`src/rtl/com_pkg.sv`:
```
`timescale 1ns/1ps
package com_pkg;
  localparam int unsigned CP_MODE_W = 3;

  typedef enum logic [CP_MODE_W-1:0] {
    MODE_FROZEN   = 3'd0,
    MODE_SET_HI   = 3'd1,
    MODE_SET_LO   = 3'd2,
    MODE_TOGGLE   = 3'd3,
    MODE_FORCE_LO = 3'd4,
    MODE_FORCE_HI = 3'd5,
    MODE_PWM_A    = 3'd6,
    MODE_PWM_B    = 3'd7
  } out_mode_e;

  typedef struct packed {
    logic [CP_MODE_W-1:0] mode;
    logic                 en_main;
    logic                 en_comp;
  } chan_cfg_t;

  localparam chan_cfg_t CFG_RESET = '{mode: MODE_FROZEN, en_main: 1'b0, en_comp: 1'b0};

  function automatic logic edge_up(input logic now_v, input logic prev_v);
    return now_v & ~prev_v;
  endfunction

  function automatic logic flag_next(input logic cur, input logic evt, input logic clr);
    if (evt) return 1'b1;
    if (clr) return 1'b0;
    return cur;
  endfunction

  function automatic chan_cfg_t make_cfg(input logic [CP_MODE_W-1:0] m,
                                         input logic em, input logic ec);
    chan_cfg_t r;
    r.mode    = m;
    r.en_main = em;
    r.en_comp = ec;
    return r;
  endfunction
endpackage

```
`src/rtl/com_trig_sync.sv`:
```
`timescale 1ns/1ps
module com_trig_sync #(
  parameter int STAGES = 2
) (
  input  logic clk,
  input  logic rst_n,
  input  logic async_in,
  output logic rise
);
  import com_pkg::*;

  logic [STAGES-1:0] chain_q;
  logic              prev_q;

  always_ff @(posedge clk or negedge rst_n) begin
    if (!rst_n) begin
      chain_q <= '0;
      prev_q  <= 1'b0;
    end else begin
      chain_q <= {chain_q[STAGES-2:0], async_in};
      prev_q  <= chain_q[STAGES-1];
    end
  end

  assign rise = edge_up(chain_q[STAGES-1], prev_q);
endmodule

```
`src/rtl/com_chan_regs.sv`:
```
`timescale 1ns/1ps
module com_chan_regs
  import com_pkg::*;
(
  input  logic      clk,
  input  logic      rst_n,
  input  logic      wr_hit,
  input  chan_cfg_t wr_cfg,
  input  logic      load,
  output chan_cfg_t act_cfg
);
  chan_cfg_t pre_q;
  chan_cfg_t act_q;

  always_ff @(posedge clk or negedge rst_n) begin
    if (!rst_n)      pre_q <= CFG_RESET;
    else if (wr_hit) pre_q <= wr_cfg;
  end

  always_ff @(posedge clk or negedge rst_n) begin
    if (!rst_n)    act_q <= CFG_RESET;
    else if (load) act_q <= pre_q;
  end

  assign act_cfg = act_q;
endmodule

```
`src/rtl/com_flag_ctrl.sv`:
```
`timescale 1ns/1ps
module com_flag_ctrl (
  input  logic clk,
  input  logic rst_n,
  input  logic evt,
  input  logic clr,
  input  logic irq_en,
  output logic flag,
  output logic irq
);
  import com_pkg::*;

  logic flag_q;

  always_ff @(posedge clk or negedge rst_n) begin
    if (!rst_n) flag_q <= 1'b0;
    else        flag_q <= flag_next(flag_q, evt, clr);
  end

  assign flag = flag_q;
  assign irq  = flag_q & irq_en;
endmodule

```
`src/rtl/com_preload_ctrl.sv`:
```
`timescale 1ns/1ps
module com_preload_ctrl
  import com_pkg::*;
#(
  parameter  int NUM_CH      = 3,
  parameter  int SYNC_STAGES = 2,
  localparam int CH_W        = (NUM_CH > 1) ? $clog2(NUM_CH) : 1,
  localparam int MW          = CP_MODE_W
) (
  input  logic                 clk,
  input  logic                 rst_n,
  input  logic                 wr_en,
  input  logic [CH_W-1:0]      wr_ch,
  input  logic [MW-1:0]        wr_mode,
  input  logic                 wr_en_main,
  input  logic                 wr_en_comp,
  input  logic                 sw_gen,
  input  logic                 trig_in,
  input  logic                 irq_en,
  input  logic                 flag_clr,
  output logic [NUM_CH*MW-1:0] act_mode,
  output logic [NUM_CH-1:0]    act_en_main,
  output logic [NUM_CH-1:0]    act_en_comp,
  output logic                 com_flag,
  output logic                 com_irq
);
  logic      trig_rise;
  logic      com_evt;
  chan_cfg_t wr_cfg;

  com_trig_sync #(.STAGES(SYNC_STAGES)) u_sync (
    .clk      (clk),
    .rst_n    (rst_n),
    .async_in (trig_in),
    .rise     (trig_rise)
  );

  assign com_evt = sw_gen | trig_rise;
  assign wr_cfg  = make_cfg(wr_mode, wr_en_main, wr_en_comp);

  for (genvar c = 0; c < NUM_CH; c++) begin : g_ch
    logic      hit;
    chan_cfg_t act;
    assign hit = wr_en && (wr_ch == CH_W'(c));
    com_chan_regs u_regs (
      .clk     (clk),
      .rst_n   (rst_n),
      .wr_hit  (hit),
      .wr_cfg  (wr_cfg),
      .load    (com_evt),
      .act_cfg (act)
    );
    assign act_mode[c*MW +: MW] = act.mode;
    assign act_en_main[c]       = act.en_main;
    assign act_en_comp[c]       = act.en_comp;
  end

  com_flag_ctrl u_flag (
    .clk    (clk),
    .rst_n  (rst_n),
    .evt    (com_evt),
    .clr    (flag_clr),
    .irq_en (irq_en),
    .flag   (com_flag),
    .irq    (com_irq)
  );
endmodule

```
`config.mk`:
```
export PLATFORM = sky130hd
export DESIGN_NAME = com_preload_ctrl
export DESIGN_NICKNAME = d
export VERILOG_FILES = /design/src/rtl/com_pkg.sv /design/src/rtl/com_trig_sync.sv /design/src/rtl/com_chan_regs.sv /design/src/rtl/com_flag_ctrl.sv /design/src/rtl/com_preload_ctrl.sv
export SDC_FILE = /design/constraint.sdc
export NUM_CORES = 1
export LEC_CHECK = 0
export ABC_CLOCK_PERIOD_IN_PS = 2400
export BUFFER_PORTS_ARGS = -buffer_cell sky130_fd_sc_hd__buf_4
export CAP_MARGIN = 20
export CORE_ASPECT_RATIO = 1.75
export CORE_MARGIN = 1.5
export CORE_UTILIZATION = 55
export DETAILED_ROUTE_END_ITERATION = 16
export PLACE_DENSITY_LB_ADDON = 0.1
export SYNTH_ARGS = -nofsm -noshare
export SYNTH_HDL_FRONTEND = slang
export SYNTH_SLANG_ARGS = --single-unit
```
`constraint.sdc`:
```
create_clock -name clk -period 2.4 [get_ports clk]
set_input_delay 0.48 -clock clk [delete_from_list [all_inputs] [get_ports clk]]
set_output_delay 0.48 -clock clk [all_outputs]
set_load 0.1 [all_outputs]
```
Word level (Yosys, flattened, before mapping)
Index checks and enable logic that the tools add are counted.

storage, ports and cells
  flip-flop bits (word level) = 34
  bits of input ports = 14
  output and inout port bits = 17
  word-level logic and storage cells = 39

operators by class
  equality and inequality tests = 2
  muxes and demuxes = 7
  bitwise logic cells = 4
  reductions and logical operators = 5

operator list
  cell                                           number
  two-way mux 1 bit                              7
  logical AND 1 bit                              3
  AND 1 bit                                      2
  == test 2 x 1 -> 1 bit, second input constant  1
  == test 2 bit, second input constant           1
  zero test 2 bit                                1
  nonzero test 2 bit                             1
  NOT 1 bit                                      1
  OR 1 bit                                       1

Logic depth before layout (Yosys ltp)
  depth after elaboration = 7
  mapped depth = 4
  mapped depth without buffers = 3

Cells and area by module
Synthesis repeated with hierarchy kept, for this count alone.

second synthesis, totals
  cells, all modules = 72
  area, all modules = 1256.2 um2

modules (own cells, without submodules)
  module            instances  cells an instance  area an instance (um2)  seq. area each (um2)
  com_chan_regs     3          20                 362.8                   250.2
  com_trig_sync     1          4                  88.8                    75.1
  com_flag_ctrl     1          4                  42.5                    25.0
  com_preload_ctrl  1          4                  36.3                    0.0

Least setup slack after synthesis
OpenSTA, ideal clock, no wires.

  kind = register to output
  start point = register u_flag.flag_q (netlist: u_flag.flag)
  end point = output com_irq
  arrival time = 1.781 ns
  slack = 0.139 ns
  cell stages (with the launch flop) = 2
  buffers on the path = 0
  cell sequence = dfrtp_1 > and2_1

on the way
  cells in the longest elaborated chain, start to end = 1

ends and longest elaborated chain
  what                      RTL line                source
  start: declaration        com_flag_ctrl.sv:13     logic flag_q;
  start signal: assignment  com_flag_ctrl.sv:17     else flag_q <= flag_next(flag_q, evt, clr);
  AND 1 bit                 com_flag_ctrl.sv:21     assign irq = flag_q & irq_en;
  end: declaration          com_preload_ctrl.sv:25  output logic com_irq

No other way between the ends.

Worst setup path in the final report
Ends and elaborated chain as after synthesis.

==> results.md <==
STA:
- Clock skew on the completed layout was measured at about 0.0047 ns.
- The maximum clock rate is 0.6461 GHz.
- The actual transition at the worst max-transition pin is approximately 0.63 ns.
- The number of hold violations in the final report was 0.
- Setup violations remaining at the end of the flow were counted as 0.
- The relative slew slack is 57.72%.
- The final count of pins violating max slew is 0.
- The worst slack on hold paths is 0.1253 ns.
- The worst path in the final design needs a cycle of 1.548 ns, including I/O delays and setup.
- The worst setup margin is 0.8521 ns.
- Setup repair after global routing left no endpoint under its margin.
- The setup TNS is 0 ns.
- The final critical-path share of the clock period is 64.49%.

Routing:
- The detail route stage leaves a number of antenna-violating nets equal to 0.
- In the final routed layout, each cell accounts on average for 15.62 um.
- The count of TritonRoute iterations in the first routing pass is 2.
- The DRC violation count after routing is 0.
- The via density per instance is roughly 5.3.
- Wires add up to 2109 um.
- The count of vias placed by the detailed router is 710.
- The first routing iteration left 4 violations.

Clocking:
- The CTS buffer count is 5.
- The tree built by TritonCTS fans out to 34 sinks.
- The clock latency on the worst-skew pair is 0.28 ns.
- Buffers inserted to repair hold after CTS numbered 0.
- The number of H-tree levels is 2.
- The register clock-pin slew on the reported worst setup and hold paths is 0.06 ns.
- The TritonCTS clock tree is done.
- The buffer depth of the longest clock path is 2.
- The buffer count from post-CTS setup fixing is 0.
- The cell sitting at the root of the clock tree is a clkbuf_8.
- The number of gates resized after cts is 0.

Logic synthesis:
- The average cell area after synthesis is 17.96 um^2.
- The number of synthesis warnings is 0.
- In this run, synthesis produced a sequential element count of 34.
- The number of nets produced by synthesis is 87.
- Sequential elements use around two thirds of the synthesized area.
- In the synthesized netlist, the number of instances is 73.
- The synthesized netlist occupies a cell area of 1311 um^2.
- The count of distinct cell types in the synthesized netlist is 11.

Place:
- The final HPWL from detailed placement is about 1500 um.
- The number of I/O port buffers is 30.
- The routability congestion estimate is 0.6872.
- Timing analysis after detailed placement gives a worst setup slack of 0.7482 ns.
- The number of placed instances with taps included is 127.

Floorplan:
- The die is 67.59 um tall.
- For this design the top-level I/O count stands at 31.
- Once the floorplan was initialized, standard cells occupied 57.68% of the core.
- After floorplanning, the core was sized to cover about 2300 um^2.
- The floorplan step set the die width to approximately 40 um.
- The floorplan has 23 rows.
- The floorplan die area is 2698 um^2.

Global routing:
- The overflow left after global routing is 0.
- The pin count of the biggest net entering global routing is 35.
- The number of antenna violations at the first check in global routing came to 0.
- The global-route usage over all layers is 20.14%.
- The via count of the first global-routing pass is 752.
- The wire length of the first global-routing pass is 3387 um.

Finish:
- The sequential cell area is 850.8 um^2.
- Summing all multi-input logic gate instances after layout gives 432.9 um^2.
- From synthesis to final layout, the design area changed by 25.00%.
- In the layout the commonest cells are dfrtp_1 (34), buf_4 (30), mux2_2 (21).
- The count of filler cells inserted in the layout is 157.
- The number of cells in the finished layout apart from fillers is 135.
- Leaving out fill and tap cells, the most frequent cell in the layout is dfrtp_1.
- Cells fill 72.10% of the core in the end.
- The repair_antennas step left the layout with diodes totalling 0.
- The fraction of layout instances using a drive strength above 1 is 63.64%.
- The final net count is 123.

Power and ir drop:
- The worst supply voltage drop on vdd is 0.7603 mV.
- The power density relative to cell area is around 1200 nW/um^2.
- The clock group share of total power is 21.8%.
- Summed over all cells, the static leakage comes to 0.0007771 uW.
- The combinational cell fraction of total power is 39.4%.
- Sequential cells account for 38.8% of the total power.
- The proportion of total power due to net switching is 41.85%.
- The internal power contribution is 1120 uW.
- The analysis attributes to net switching a power of 806.1 uW.

Critical path:
- Along the worst path, the maximum fanout reaches 3.
- The cell with the largest stage delay on the worst path is dfrtp_1.
- The biggest cell delay along the critical path is between 0.3 and 0.4 ns.
- The kind of capture point of the worst setup path is an output pin.
- The worst setup path is launched from a register.
- The signal arrival time at the worst endpoint is 1.07 ns.
- The data required time of the critical path is 1.92 ns.
- Together, buffers and inverters on the worst path number 1.
- The gate family responsible for the most delay along the worst path is flip-flops.
- The signal on the critical path passes through and2_1, buf_4.
- The worst setup slack for register-to-register paths is around 0.93 ns.
- The critical setup path kind is register to output pin.

Run status:
- The flow ran to the end, and the final reports show no timing, DRC or antenna violations.

Job:
- Max-cap violations in this run came to 0.

Worst hold path:
- The worst hold path belongs to the class primary input to async pin.
[synthesized netlist by cell type]
cell / number / area (um^2)
nand3b_1: 2 / 15.01
a21oi_4: 1 / 16.27
dfrtp_1: 34 / 850.8
and2_1: 1 / 6.260
o21ai_0: 1 / 5.000
buf_12: 1 / 20.02
mux2_2: 21 / 236.5
nor3b_4: 1 / 18.77
mux2_4: 9 / 135.1
inv_2: 1 / 3.750
inv_1: 1 / 3.750
[through the flow]
stage               area, um^2  power [uW]
finish                    1639        1926
global route              1639        2012
CTS                       1639        1950
detailed placement        1548        1522
global placement          1548        1501
floorplan                 1311        1350
[power by group through the flow]
stage                     sequential, uW  combinational, uW  clock [uW]
after floorplan                     1200                152           0
after global placement               750                751           0
after detailed placement             759                764           0
after CTS                            748                764         437
after global routing                 759                785         468
final                                747                758         421
[final timing paths]
kind                                              from                                     to  cells after the start
setup / recovery               u_flag.flag$_DFFE_PN0P_                                com_irq                      2
hold / removal                                   rst_n  g_ch[1].u_regs.act_cfg[4]$_DFFE_PN0P_                      1
setup reg to reg           u_sync.chain_q[1]$_DFF_PN0_  g_ch[0].u_regs.act_cfg[3]$_DFFE_PN0P_                      2
hold reg to reg            u_sync.chain_q[0]$_DFF_PN0_            u_sync.chain_q[1]$_DFF_PN0_                      0
max in group asynchronous                        rst_n  g_ch[0].u_regs.act_cfg[3]$_DFFE_PN0P_                      1
min in group clk                               trig_in            u_sync.chain_q[0]$_DFF_PN0_                      1
[area by class of cell]
type,count,area share (%)
inverter,2,0.4580
multi-input combinational,36,26.41
timing repair buffer,30,13.74
tap,25,1.908
sequential,34,51.91
clock buffer,7,5.267
clock inverter,1,0.3053
[logic make-up after synthesis]
| group | after synthesis | share of synthesized area, % |
|---|---|---|
| mux | 30 | 28.34 |
| simple gates | 4 | 3.054 |
| buf+inv | 3 | 2.099 |
| compound gates | 2 | 1.622 |
| flops | 34 | 64.89 |
[layer usage]
metal / GRT usage (%) / wire length [um] / up-vias
li1: - / - / 326
met3: 9.211 / 117 / 8
met1: 20.81 / 819 / 353
met4: 11.64 / 53 / 0
met5: 0 / 0 / -
met2: 31.85 / 1119 / 23
[sequential cells by signal, summed over array words and instances (netlist names)]
name and flops:
g_ch.u_regs.act_cfg 15, g_ch.u_regs.pre_q 15, u_flag.flag 1, u_sync.chain_q 2, u_sync.prev_q 1
Power figures use the tool's default switching activity.
